===== config.mk =====
export PLATFORM = sky130hd
export DESIGN_NAME = pwr_seq_top
export DESIGN_NICKNAME = d
export VERILOG_FILES = /design/src/rtl/pwr_seq_pkg.sv /design/src/rtl/pwr_seq_timer.sv /design/src/rtl/pwr_seq_fsm.sv /design/src/rtl/pwr_seq_top.sv
export SDC_FILE = /design/constraint.sdc
export NUM_CORES = 1
export LEC_CHECK = 0
export CORE_ASPECT_RATIO = 0.75
export CORE_MARGIN = 2
export CORE_UTILIZATION = 58
export DETAILED_ROUTE_END_ITERATION = 16
export MAX_ROUTING_LAYER = met4
export PLACE_DENSITY = 0.86
export REMOVE_ABC_BUFFERS = 1
export SLEW_MARGIN = 20
export SYNTH_ARGS = -nofsm -noshare
export SYNTH_HDL_FRONTEND = slang
export SYNTH_HIERARCHICAL = 1
export SYNTH_SLANG_ARGS = --single-unit

===== constraint.sdc =====
create_clock -name clk -period 6.6 [get_ports clk]
set_input_delay 1.32 -clock clk [delete_from_list [all_inputs] [get_ports clk]]
set_output_delay 1.32 -clock clk [all_outputs]
set_load 0.03 [all_outputs]

===== src/rtl/pwr_seq_pkg.sv =====
package pwr_seq_pkg;

  // Sequencer steps; every state other than ST_IDLE and ST_DONE is a wait step.
  typedef enum logic [3:0] {
    ST_IDLE    = 4'd0,
    ST_SAVE    = 4'd1,
    ST_REQ_ACK = 4'd2,
    ST_REQ_IDL = 4'd3,
    ST_PWR     = 4'd4,
    ST_REL_ACK = 4'd5,
    ST_REL_IDL = 4'd6,
    ST_RESTORE = 4'd7,
    ST_DONE    = 4'd8
  } seq_st_e;

endpackage


===== src/rtl/pwr_seq_timer.sv =====
module pwr_seq_timer #(
  parameter int TMO_W = 16
) (
  input  logic             clk,
  input  logic             rst_n,
  input  logic             active,
  input  logic             met,
  input  logic             step,
  input  logic [TMO_W-1:0] limit,
  output logic             expire
);

  localparam logic [TMO_W-1:0] ONE = {{(TMO_W-1){1'b0}}, 1'b1};

  logic [TMO_W-1:0] cnt_q;

  // Counts the edges spent in the current wait step; restarts on every step change.
  always_ff @(posedge clk or negedge rst_n) begin
    if (!rst_n) begin
      cnt_q <= '0;
    end else if (!active || step) begin
      cnt_q <= '0;
    end else if (cnt_q != {TMO_W{1'b1}}) begin
      cnt_q <= cnt_q + ONE;
    end
  end

  assign expire = active && !met && (limit != '0) && (cnt_q == limit - ONE);

endmodule


===== src/rtl/pwr_seq_fsm.sv =====
module pwr_seq_fsm
  import pwr_seq_pkg::*;
#(
  parameter bit HAS_PWR = 1'b1,
  parameter bit HAS_REQ = 1'b1
) (
  input  seq_st_e st,
  input  logic    go,
  input  logic    down,
  input  logic    pwr_stat,
  input  logic    idle_ack,
  input  logic    idle_stat,
  input  logic    save_ack,
  input  logic    restore_ack,
  input  logic    expire,
  output logic    met,
  output seq_st_e nxt
);

  // Successor steps, chosen once from the domain's capabilities.
  localparam seq_st_e DN_AFTER_SAVE = HAS_REQ ? ST_REQ_ACK : (HAS_PWR ? ST_PWR : ST_DONE);
  localparam seq_st_e DN_AFTER_IDL  = HAS_PWR ? ST_PWR : ST_DONE;
  localparam seq_st_e UP_FIRST      = HAS_PWR ? ST_PWR : (HAS_REQ ? ST_REL_ACK : ST_RESTORE);
  localparam seq_st_e UP_AFTER_PWR  = HAS_REQ ? ST_REL_ACK : ST_RESTORE;

  always_comb begin
    unique case (st)
      ST_SAVE:    met = save_ack;
      ST_REQ_ACK: met = idle_ack;
      ST_REQ_IDL: met = idle_stat;
      ST_PWR:     met = (pwr_stat == down);
      ST_REL_ACK: met = !idle_ack;
      ST_REL_IDL: met = !idle_stat;
      ST_RESTORE: met = restore_ack;
      default:    met = 1'b0;
    endcase
  end

  always_comb begin
    nxt = st;
    if (st == ST_IDLE) begin
      if (go) nxt = down ? ST_SAVE : UP_FIRST;
    end else if (st == ST_DONE) begin
      nxt = ST_IDLE;
    end else if (met) begin
      unique case (st)
        ST_SAVE:    nxt = DN_AFTER_SAVE;
        ST_REQ_ACK: nxt = ST_REQ_IDL;
        ST_REQ_IDL: nxt = DN_AFTER_IDL;
        ST_PWR:     nxt = down ? ST_DONE : UP_AFTER_PWR;
        ST_REL_ACK: nxt = ST_REL_IDL;
        ST_REL_IDL: nxt = ST_RESTORE;
        ST_RESTORE: nxt = ST_DONE;
        default:    nxt = ST_IDLE;
      endcase
    end else if (expire) begin
      nxt = ST_IDLE;
    end
  end

endmodule


===== src/rtl/pwr_seq_top.sv =====
module pwr_seq_top
  import pwr_seq_pkg::*;
#(
  parameter bit HAS_PWR = 1'b1,
  parameter bit HAS_REQ = 1'b1,
  parameter int TMO_W   = 16
) (
  input  logic             clk,
  input  logic             rst_n,
  input  logic             cmd_valid,
  output logic             cmd_ready,
  input  logic             cmd_on,
  input  logic [TMO_W-1:0] tmo_limit,
  output logic             pwr_ctl,
  input  logic             pwr_stat,
  output logic             idle_req,
  input  logic             idle_ack,
  input  logic             idle_stat,
  output logic             save_req,
  input  logic             save_ack,
  output logic             restore_req,
  input  logic             restore_ack,
  output logic             busy,
  output logic             done,
  output logic             err,
  output logic             dom_on
);

  seq_st_e st_q, st_d;
  logic    dir_q, dir_d;
  logic    cur_on, go, met, expire, active, step;
  logic    idle_req_q, pwr_ctl_q, err_q;

  // Present state: an idle-only domain counts as on while it is not idle.
  assign cur_on = HAS_PWR ? !pwr_stat : !idle_stat;
  assign dir_d  = (st_q == ST_IDLE) ? !cmd_on : dir_q;
  assign go     = cmd_valid && (st_q == ST_IDLE) && (cmd_on != cur_on);
  assign active = (st_q != ST_IDLE) && (st_q != ST_DONE);
  assign step   = (st_d != st_q);

  pwr_seq_fsm #(
    .HAS_PWR(HAS_PWR),
    .HAS_REQ(HAS_REQ)
  ) u_fsm (
    .st         (st_q),
    .go         (go),
    .down       (dir_d),
    .pwr_stat   (pwr_stat),
    .idle_ack   (idle_ack),
    .idle_stat  (idle_stat),
    .save_ack   (save_ack),
    .restore_ack(restore_ack),
    .expire     (expire),
    .met        (met),
    .nxt        (st_d)
  );

  pwr_seq_timer #(
    .TMO_W(TMO_W)
  ) u_tmr (
    .clk   (clk),
    .rst_n (rst_n),
    .active(active),
    .met   (met),
    .step  (step),
    .limit (tmo_limit),
    .expire(expire)
  );

  always_ff @(posedge clk or negedge rst_n) begin
    if (!rst_n) begin
      st_q       <= ST_IDLE;
      dir_q      <= 1'b0;
      idle_req_q <= 1'b0;
      pwr_ctl_q  <= 1'b0;
      err_q      <= 1'b0;
    end else begin
      st_q  <= st_d;
      dir_q <= dir_d;
      if (step && st_d == ST_REQ_ACK) idle_req_q <= 1'b1;
      if (step && st_d == ST_REL_ACK) idle_req_q <= 1'b0;
      if (step && st_d == ST_PWR)     pwr_ctl_q  <= dir_d;
      if (expire)                     err_q      <= 1'b1;
    end
  end

  assign pwr_ctl     = pwr_ctl_q;
  assign idle_req    = idle_req_q;
  assign save_req    = (st_q == ST_SAVE);
  assign restore_req = (st_q == ST_RESTORE);
  assign busy        = (st_q != ST_IDLE);
  assign cmd_ready   = (st_q == ST_IDLE);
  assign done        = (st_q == ST_DONE);
  assign err         = err_q;
  assign dom_on      = cur_on;

endmodule


### Word level (Yosys, flattened, before mapping)

Cells that the tools add are included.

* register bits: 24
* bits in latches: 0
* memory bits (writable): 0
* bits in read-only memories: 0
* bits of input ports: 25
* output and inout bits: 9
* word-level logic and storage cells: 60
* memories: 0

* add/subtract/negate cells: 2
* multiply operators: 0
* divide/modulo/power cells: 0
* order comparisons: 0
* eq/ne operators: 17
* shift-type cells: 0
* multiplexer cells: 14
* bitwise logic cells: 0
* reductions and logical operators: 21

Operators by type and width (count)
* 2-to-1 mux 16 bit: 2
* case mux 4 bit (7 select lines): 1
* equality test 4 x 3 -> 1 bit, second input constant: 6
* 2-to-1 mux 4 bit: 6
* adder 16 x 1 -> 16 bit, second input constant: 1
* equality test 16 bit: 1
* inequality test 16 bit, second input constant: 1
* nonzero test 16 bit: 1
* subtractor 16 x 1 -> 16 bit, second input constant: 1
* equality test 4 x 2 -> 1 bit, second input constant: 3
* logical AND 1 bit: 9
* case mux 1 bit (7 select lines): 1
* zero test 1 bit: 6
* equality test 4 x 1 -> 1 bit, second input constant: 1
* equality test 4 bit, second input constant: 1
* zero test 4 bit: 1
* inequality test 4 bit: 1
* inequality test 4 bit, second input constant: 1
* nonzero test 2 bit: 2
* nonzero test 4 bit: 1
* 2-to-1 mux 1 bit: 3
* 2-to-1 mux 3 bit: 1
* equality test 1 bit: 1
* logical OR 1 bit: 1
* inequality test 1 bit: 1

### Logic depth before layout (Yosys ltp)

Gate-level depths: netlist of the first run.

* depth in word-level cells: 16
* mapped depth: 21

### Cells and area by module

The synthesis of the first run kept the hierarchy.

Modules (own cells, without submodules)
* pwr_seq_timer: times used 1, cells an instance 175, area an instance 1433.9 µm², seq. area each 400.4 µm²
* pwr_seq_top: times used 1, cells an instance 33, area an instance 404.1 µm², seq. area each 200.2 µm²
* pwr_seq_fsm: times used 1, cells an instance 40, area an instance 275.3 µm², seq. area each 0.0 µm²

### Least setup slack after synthesis of the first run

No wires, ideal clock.

* kind: input -> register
* from: in idle_ack
* to: reg u_tmr.cnt_q[0]
* arrival: 4379 ps
* data required time: 6468 ps
* slack: 2089 ps
* stages on the path: 16
* path buffers: 2
* path through: mux2_4 > a311oi_2 > a31oi_1 > nand4b_1 > a2111oi_0 > nand4_1 > nor4_2 > nor2b_1 > a211oi_1 > nor3_1 > xnor2_1 > nand4_2 > nand2b_1 > buf_1 > clkbuf_1 > nor2_1

* word-level cells in the longest chain between the ends: 13

Ends and longest elaborated chain
* start: declaration: RTL line pwr_seq_top.sv:17 `input logic idle_ack,`
* zero test 1 bit: RTL line pwr_seq_fsm.sv:32 `ST_REL_ACK: met = !idle_ack;`
* case mux 1 bit (7 select lines) *: RTL line pwr_seq_fsm.sv:27 `unique case (st)`
* net met: RTL line pwr_seq_top.sv:31 `logic cur_on, go, met, expire, active, step;`
* zero test 1 bit *: RTL line pwr_seq_timer.sv:28 `assign expire = active && !met && (limit != '0) && (cnt_q == limit - ONE);`
* logical AND 1 bit * (3 in a row): RTL line pwr_seq_timer.sv:28
* net expire: RTL line pwr_seq_top.sv:31
* 2-to-1 mux 4 bit *: RTL line pwr_seq_fsm.sv:56 `end else if (expire) begin`
* 2-to-1 mux 4 bit *: RTL line pwr_seq_fsm.sv:45 `end else if (met) begin`
* 2-to-1 mux 4 bit *: RTL line pwr_seq_fsm.sv:43 `end else if (st == ST_DONE) begin`
* 2-to-1 mux 4 bit *: RTL line pwr_seq_fsm.sv:41 `if (st == ST_IDLE) begin`
* net st_d[3]: RTL line pwr_seq_top.sv:29 `seq_st_e st_q, st_d;`
* inequality test 4 bit *: RTL line pwr_seq_top.sv:39 `assign step = (st_d != st_q);`
* net step: RTL line pwr_seq_top.sv:31
* logical OR 1 bit *: RTL line pwr_seq_timer.sv:21 `end else if (!active || step) begin`
* 2-to-1 mux 16 bit or nonzero test 2 bit (tied branches)
* end signal: assignment: RTL line pwr_seq_timer.sv:24 `cnt_q <= cnt_q + ONE;`
* end: declaration: RTL line pwr_seq_timer.sv:15 `logic [TMO_W-1:0] cnt_q;`

The timed path passes the listed nets; every way through them passes the cells marked *.
A chain may end at the register's enable or synchronous reset.

### Worst setup path in the final report of the first run

* from: in idle_ack
* to: reg u_tmr.cnt_q[2]

The elaborated chain is that of the path after synthesis.

==> results of run 1 <==
==> layer usage <==
metal | vias up | wire (µm)
met2 | 78 | 2220
met3 | 7 | 363
met5 | - | 0
met1 | 906 | 2410
met4 | 0 | 47
li1 | 947 | -
==> synthesized netlist by cell type (all sizes together), types with 6 or more instances <==
master,n
nor2,29
dfrtp,24
xnor2,19
xor2,19
nand2,18
a21oi,13
inv,10
nand3,9
nand4,9
nor3,9
o21ai,8
buf,6
or3,6
==> power by group <==
| part | internal [mW] | switching [mW] | total [mW] | leakage, nW |
|---|---|---|---|---|
| combinational | 0.165 | 0.245 | 0.410 | 0.591 |
| sequential | 0.168 | 0.0446 | 0.213 | 0.324 |
| clock | 0.0810 | 0.0447 | 0.126 | 0.0357 |
==> kinds of logic (layout without fill, tap and decap cells) <==
kind of cell | Yosys count | after routing | synth area share
multiplexers | 6 | 6 | 0.0314
AO/OA/AOI/OAI | 40 | 40 | 0.128
buffers and inverters | 21 | 47 | 0.0486
XOR/XNOR | 38 | 38 | 0.157
AND/OR/NAND/NOR | 116 | 116 | 0.332
adder cells (fa/ha/maj) | 3 | 3 | 0.0178
flip-flops | 24 | 24 | 0.284
==> stage by stage <==
stage	util	power, mW
CTS	0.741	0.748
global placement	0.720	0.596
detailed placement	0.720	0.609
finish	0.739	0.749
floorplan	-	0.488
global route	0.739	0.798
==> state kept, by name, summed over array words and instances (netlist names) <==
register and flops:
st_q 4, idle_req 1, u_tmr/cnt_q 16, pwr_ctl 1, dir_q 1, err 1
==> area by class of cell <==
| type | instances | area share |
|---|---|---|
| multi-input combinational | 203 | 0.565 |
| sequential | 24 | 0.240 |
| timing repair buffer | 33 | 0.130 |
| tap | 40 | 0.0200 |
| clock buffer | 3 | 0.0165 |
| inverter | 10 | 0.0160 |
| clock inverter | 1 | 0.0120 |
==> how the worst max path moves through the flow <==
stage,slack (ns),endpoint,startpoint
2_1_floorplan,2.18,u_tmr/cnt_q[2]$_DFFE_PN0P_,tmo_limit[3]
3_3_place_gp,1.20,u_tmr/cnt_q[2]$_DFFE_PN0P_,idle_ack
3_5_place_dp,1.14,u_tmr/cnt_q[2]$_DFFE_PN0P_,idle_ack
4_1_cts,1.14,u_tmr/cnt_q[2]$_DFFE_PN0P_,idle_ack
5_1_grt,0.75,u_tmr/cnt_q[2]$_DFFE_PN0P_,idle_ack
6_report,1.12,u_tmr/cnt_q[2]$_DFFE_PN0P_,idle_ack
==> worst max-delay path: stages <==
cell and delay [ns]:
clkdlybuf4s50_1 0.41, mux2_4 0.28, a311oi_2 0.29, a31oi_1 0.28
nand4b_1 0.27, a2111oi_0 0.31, nand4_1 0.18, nor4_2 0.46
nor2b_1 0.17, a211oi_1 0.26, nor3_1 0.18, xnor2_1 0.28
nand4_2 0.21, nand2b_1 0.47, nor3_1 0.29
==> impl_metrics.yaml, run 1 <==
clock_network:
  cts-resized-gates: 0
  cts_sinks: 24
  post_cts_buffers: 0
  h-tree-depth: 1
  cts_hold_buf: 0
  cts_made_buffers: 3
  clk_path_buf_depth: 2
  clock-root-buffer: "clkbuf_8"
  clkTransAtPathRegs_ns: 0.08
  cts_tree: "built"
  clk_latency_ns: 0.26
setup_path:
  worstReg2RegEnd: "u_tmr/cnt_q[2]$_DFFE_PN0P_"
  critPathCaptureType: "flip-flop"
  r2r-start: "st_q[0]$_DFF_PN0_"
  worstSetupPathType: "primary input to flip-flop"
  reg2reg_depth: 18
  worstPathArrival_ns: 5.66
  rrSetupSlack_ns: 1.44
  worstPathRequired_ns: 6.78
  start_kind: "primary input"
  crit_fanout: 16
synth:
  yosys-top-cells-area: "dfrtp_1, xnor2_1, xor2_1"
  syn_inst: 248
  syn_area_mm2: 0.00211
  ys_seq_area_frac: 0.284
  synth.top_cell.area_share: 0.284
  netlist-cell-type-count: 66
  dominantRegCellSynth: "dfrtp_1"
  synth_top_area_cell: "dfrtp_1"
  synth-edff-count: 0
  ys_warn_count: 6
  async_flop_share: 1.00
  syn_avg_cell_area_um2: 8.52
  synth_seq_cells: 24
placement:
  dp.cells: 310
  dpl_cell_area_mm2: 0.00243
  gp_congestion: 0.867
  post-place-ws_ns: 1.14
  hpwl_um: 3780
  portBuffers: 33
cells_and_area:
  num_antenna_cells: 0
  final_cell_mix: "clkdlybuf4s50_1, nor2_1, dfrtp_1"
  seqCellArea_um2: 601
  stdcell_count: 314
  nFillCells: 254
  nets: 303
  final_common_cell: "clkdlybuf4s50_1"
  final_area_mm2: 0.00250
  layout-area-overhead-vs-synth_pct: 18.2
  multi_input_area_mm2: 0.00141
  drive_above_1_share: 0.106
sta:
  setup_viol: 0
  rsz0062_at_grt: "false"
  setup_slack_ns: 1.12
  fin_crit_ns: 5.48
  fin_worst_skew_ns: 0.00162
  finalSetupTns_ns: 0
  holdWs_ns: 0.495
  slew_headroom: 0.550
  fmax_mhz: 182
  worstMarginPinSlew_ns: 0.669
  fin_crit_sh: 0.831
  drv_slew: 0
  finalHoldViolCount: 0
drt:
  wire_per_inst_um: 16.0
  drt_iter0_markers: 214
  drcViolationCount: 0
  drt_wl_total_um: 5040
  ant_nets: 0
  vias: 1938
  vias_per_cell: 6.17
  firstDrtPassIters: 5
global_routing:
  grt.met3_usage: 0.0467
  grt_max_degree: 25
  grtUsageTotal: 0.269
  grt_pass1_vias: 1787
  met2_usage: 0.376
  gr-usage-met1: 0.406
  grt_busiest_layer: "met1"
  grt_pass1_wl_um: 8430
  antenna_found_initial: 0
  grt-ovfl-total: 0
die:
  ios: 34
  placementRows: 18
  initial_core_util: 0.626
  dieArea_mm2: 0.00415
  core_area_mm2: 0.00338
  die_w_um: 73.7
  die-height_um: 56.3
power:
  powerDensity_mw_per_mm2: 300
  p_leak_nw: 0.951
  ir_drop_mv: 0.310
min_path:
  hold_start: "err$_DFFE_PN0P_"
  min_to: "err$_DFFE_PN0P_"
  hold_depth: 1
  hold_class: "flip-flop to flip-flop"
run:
  cap_violations: 0
run_status:
  outcome: "finished, final reports clean"
(Power assumes the default switching activity.)
==> inputs of run 2 (changes only) <==
--- a/config.mk
+++ b/config.mk
@@ -7,10 +7,10 @@
 export LEC_CHECK = 0
 export CORE_ASPECT_RATIO = 0.75
 export CORE_MARGIN = 2
-export CORE_UTILIZATION = 58
+export CORE_UTILIZATION = 49
 export DETAILED_ROUTE_END_ITERATION = 16
 export MAX_ROUTING_LAYER = met4
-export PLACE_DENSITY = 0.86
+export PLACE_DENSITY = 0.77
 export REMOVE_ABC_BUFFERS = 1
 export SLEW_MARGIN = 20
 export SYNTH_ARGS = -nofsm -noshare
==> constraint.sdc (replaced) <==
create_clock -name clk -period 4.5 [get_ports clk]
set_input_delay 0.9 -clock clk [delete_from_list [all_inputs] [get_ports clk]]
set_output_delay 0.9 -clock clk [all_outputs]
set_load 0.03 [all_outputs]
==> run 2 against run 1 <==
- sequential cell count did not move
- final cell count rose by 11%
- clock-buffer cell count rose by 1
- total power rose by 53%
==> impl_metrics.yaml, run 2 (same netlist as run 1, synthesis figures left out) <==
clock_network:
  cts_tree: "built"
  clock-root-buffer: "clkbuf_8"
  h-tree-depth: 1
  cts_made_buffers: 3
  cts_sinks: 24
  clkTransAtPathRegs_ns: 0.08
  cts_hold_buf: 0
  clk_path_buf_depth: 2
  clk_latency_ns: 0.25
die:
  dieArea_mm2: 0.00486
  ios: 34
  die_w_um: 79.8
  die-height_um: 60.9
  placementRows: 20
  initial_core_util: 0.515
  core_area_mm2: 0.00410
global_routing:
  grt_pass1_wl_um: 8490
  grtUsageTotal: 0.230
  antenna_found_initial: 0
  grt_pass1_vias: 1839
  grt_max_degree: 25
  grt-ovfl-total: 0
setup_path:
  critPathCaptureType: "flip-flop"
  worstSetupPathType: "primary input to flip-flop"
  path_depth: 16
  rrSetupSlack_ns: 0.58
  crit_fanout: 9
  cpMaxStageDelayCell: "clkdlybuf4s50_1"
  path_cells: "clkdlybuf4s50_1 -> mux2_4 -> a311oi_2 -> a31oi_1 -> nand4b_1 -> a2111oi_1 -> nand4_1 -> nor4_4 -> nor2b_1 -> a211oi_1 -> nor3_1 -> xnor2_1 -> nand4_2 -> nand2b_4 -> buf_4 -> a21oi_1"
  worstReg2RegEnd: "u_tmr/cnt_q[9]$_DFFE_PN0P_"
  r2r-start: "st_q[0]$_DFF_PN0_"
  worstPathArrival_ns: 4.45
  crit_family: "simple AND/OR/NAND/NOR gates"
  cp_num_buf_inv: 2
  reg2reg_depth: 20
  start_kind: "primary input"
  max_stage_delay_ns: 0.43
  worstPathRequired_ns: 4.68
power:
  switching_share: 0.428
  ir_drop_mv: 0.292
  powerDensity_mw_per_mm2: 431
  intPower_uw: 656
  power_frac_seq: 0.238
  p_leak_nw: 1.05
  switchingPower_uw: 490
  p_clk_frac: 0.121
  total_power_mw: 1.15
  comb_power_share: 0.641
drt:
  drt_iter0_markers: 151
  vias_per_cell: 5.78
  drt_wl_total_um: 5170
  wire_per_inst_um: 14.9
  drcViolationCount: 0
  firstDrtPassIters: 4
  ant_nets: 0
  vias: 2007
cells_and_area:
  reg.largest.list: "u_tmr/cnt_q (16), st_q (4)"
  nFillCells: 355
  stdcell_count: 347
  top_register: "u_tmr/cnt_q"
  nets: 321
  seqCellArea_um2: 601
  utilization: 0.648
  num_antenna_cells: 0
  final_cell_mix: "clkdlybuf4s50_1, nor2_1, dfrtp_1"
  largest_reg_flops: 16
  layout-area-overhead-vs-synth_pct: 25.8
  multi_input_area_mm2: 0.00143
  drive_above_1_share: 0.171
  final_common_cell: "clkdlybuf4s50_1"
placement:
  post-place-ws_ns: -0.174
  portBuffers: 33
  gp_congestion: 0.930
  hpwl_um: 4050
  dp.cells: 343
sta:
  setup_viol: 0
  slew_headroom: 0.624
  setup_slack_ns: 0.228
  fmax_mhz: 234
  fin_crit_sh: 0.949
  fin_worst_skew_ns: 0.00350
  drv_slew: 0
  worstMarginPinSlew_ns: 0.559
  finalHoldViolCount: 0
  rsz0062_at_grt: "false"
  holdWs_ns: 0.517
  fin_crit_ns: 4.27
min_path:
  hold_class: "flip-flop to flip-flop"
  min_to: "pwr_ctl$_DFFE_PN0P_"
  hold_depth: 1
  hold_start: "pwr_ctl$_DFFE_PN0P_"
run:
  cap_violations: 0
run_status:
  outcome: "finished, final reports clean"
[run 2: worst max path at each step]
stage | startpoint | slack [ns] | to
global route | idle_ack | 0.01 | u_tmr/cnt_q[9]$_DFFE_PN0P_
floorplan | st_q[0]$_DFF_PN0_ | 0.34 | u_tmr/cnt_q[2]$_DFFE_PN0P_
detailed placement | tmo_limit[3] | -0.17 | u_tmr/cnt_q[9]$_DFFE_PN0P_
global placement | tmo_limit[3] | 0.006 | u_tmr/cnt_q[9]$_DFFE_PN0P_
CTS | tmo_limit[3] | 0.07 | u_tmr/cnt_q[9]$_DFFE_PN0P_
finish | idle_ack | 0.23 | u_tmr/cnt_q[9]$_DFFE_PN0P_
[run 2: what timing repair did]
| action | CTS | global route |
|---|---|---|
| hold endpoints to repair | 0 | 0 |
| resized for setup | 0 | 5 |
| setup buffers | 0 | 0 |
| setup endpoints to repair | 0 | 17 |
[run 2: cell type report]
class	instances	area share
Multi-Input combinational cell	203	0.539
Timing Repair Buffer	51	0.173
Clock buffer	4	0.0207
Sequential cell	24	0.226
Tap cell	55	0.0259
Inverter	10	0.0151
[run 2: routing by layer]
layer	GRT usage	share of wire
met5	-	0
met4	0.0484	0.0072
met3	0.0313	0.078
met2	0.352	0.44
met1	0.329	0.48
[run 2: worst register-to-register path, cell delays in order (launching register included)]
cell and delay (ns):
dfrtp_1 0.39, or3_4 0.46, nor2_8 0.13, inv_4 0.05
nand2_2 0.06, o21ai_2 0.06, xnor2_1 0.14, nand3_1 0.09
a31oi_1 0.11, nand4b_1 0.20, a2111oi_1 0.26, nand4_1 0.19
nor4_4 0.41, nor2b_1 0.12, a211oi_1 0.19, nor3_1 0.11
xnor2_1 0.21, nand4_2 0.18, nand2b_4 0.19, buf_4 0.16
a21oi_1 0.13
[run 2: power groups by stage]
stage	clock [mW]	combinational [mW]	sequential (mW)
after floorplan	0	0.402	0.314
after global placement	0	0.697	0.276
after detailed placement	0	0.712	0.276
after CTS	0.141	0.716	0.272
after global routing	0.150	0.802	0.276
final	0.139	0.735	0.273
[run 2: through the flow]
step                      TNS, ns  instance area, µm²
after floorplan                 0                2050
after global placement          0                2580
after detailed placement    -2.14                2580
after CTS                       0                2640
after global routing            0                2660
final                           0                2660
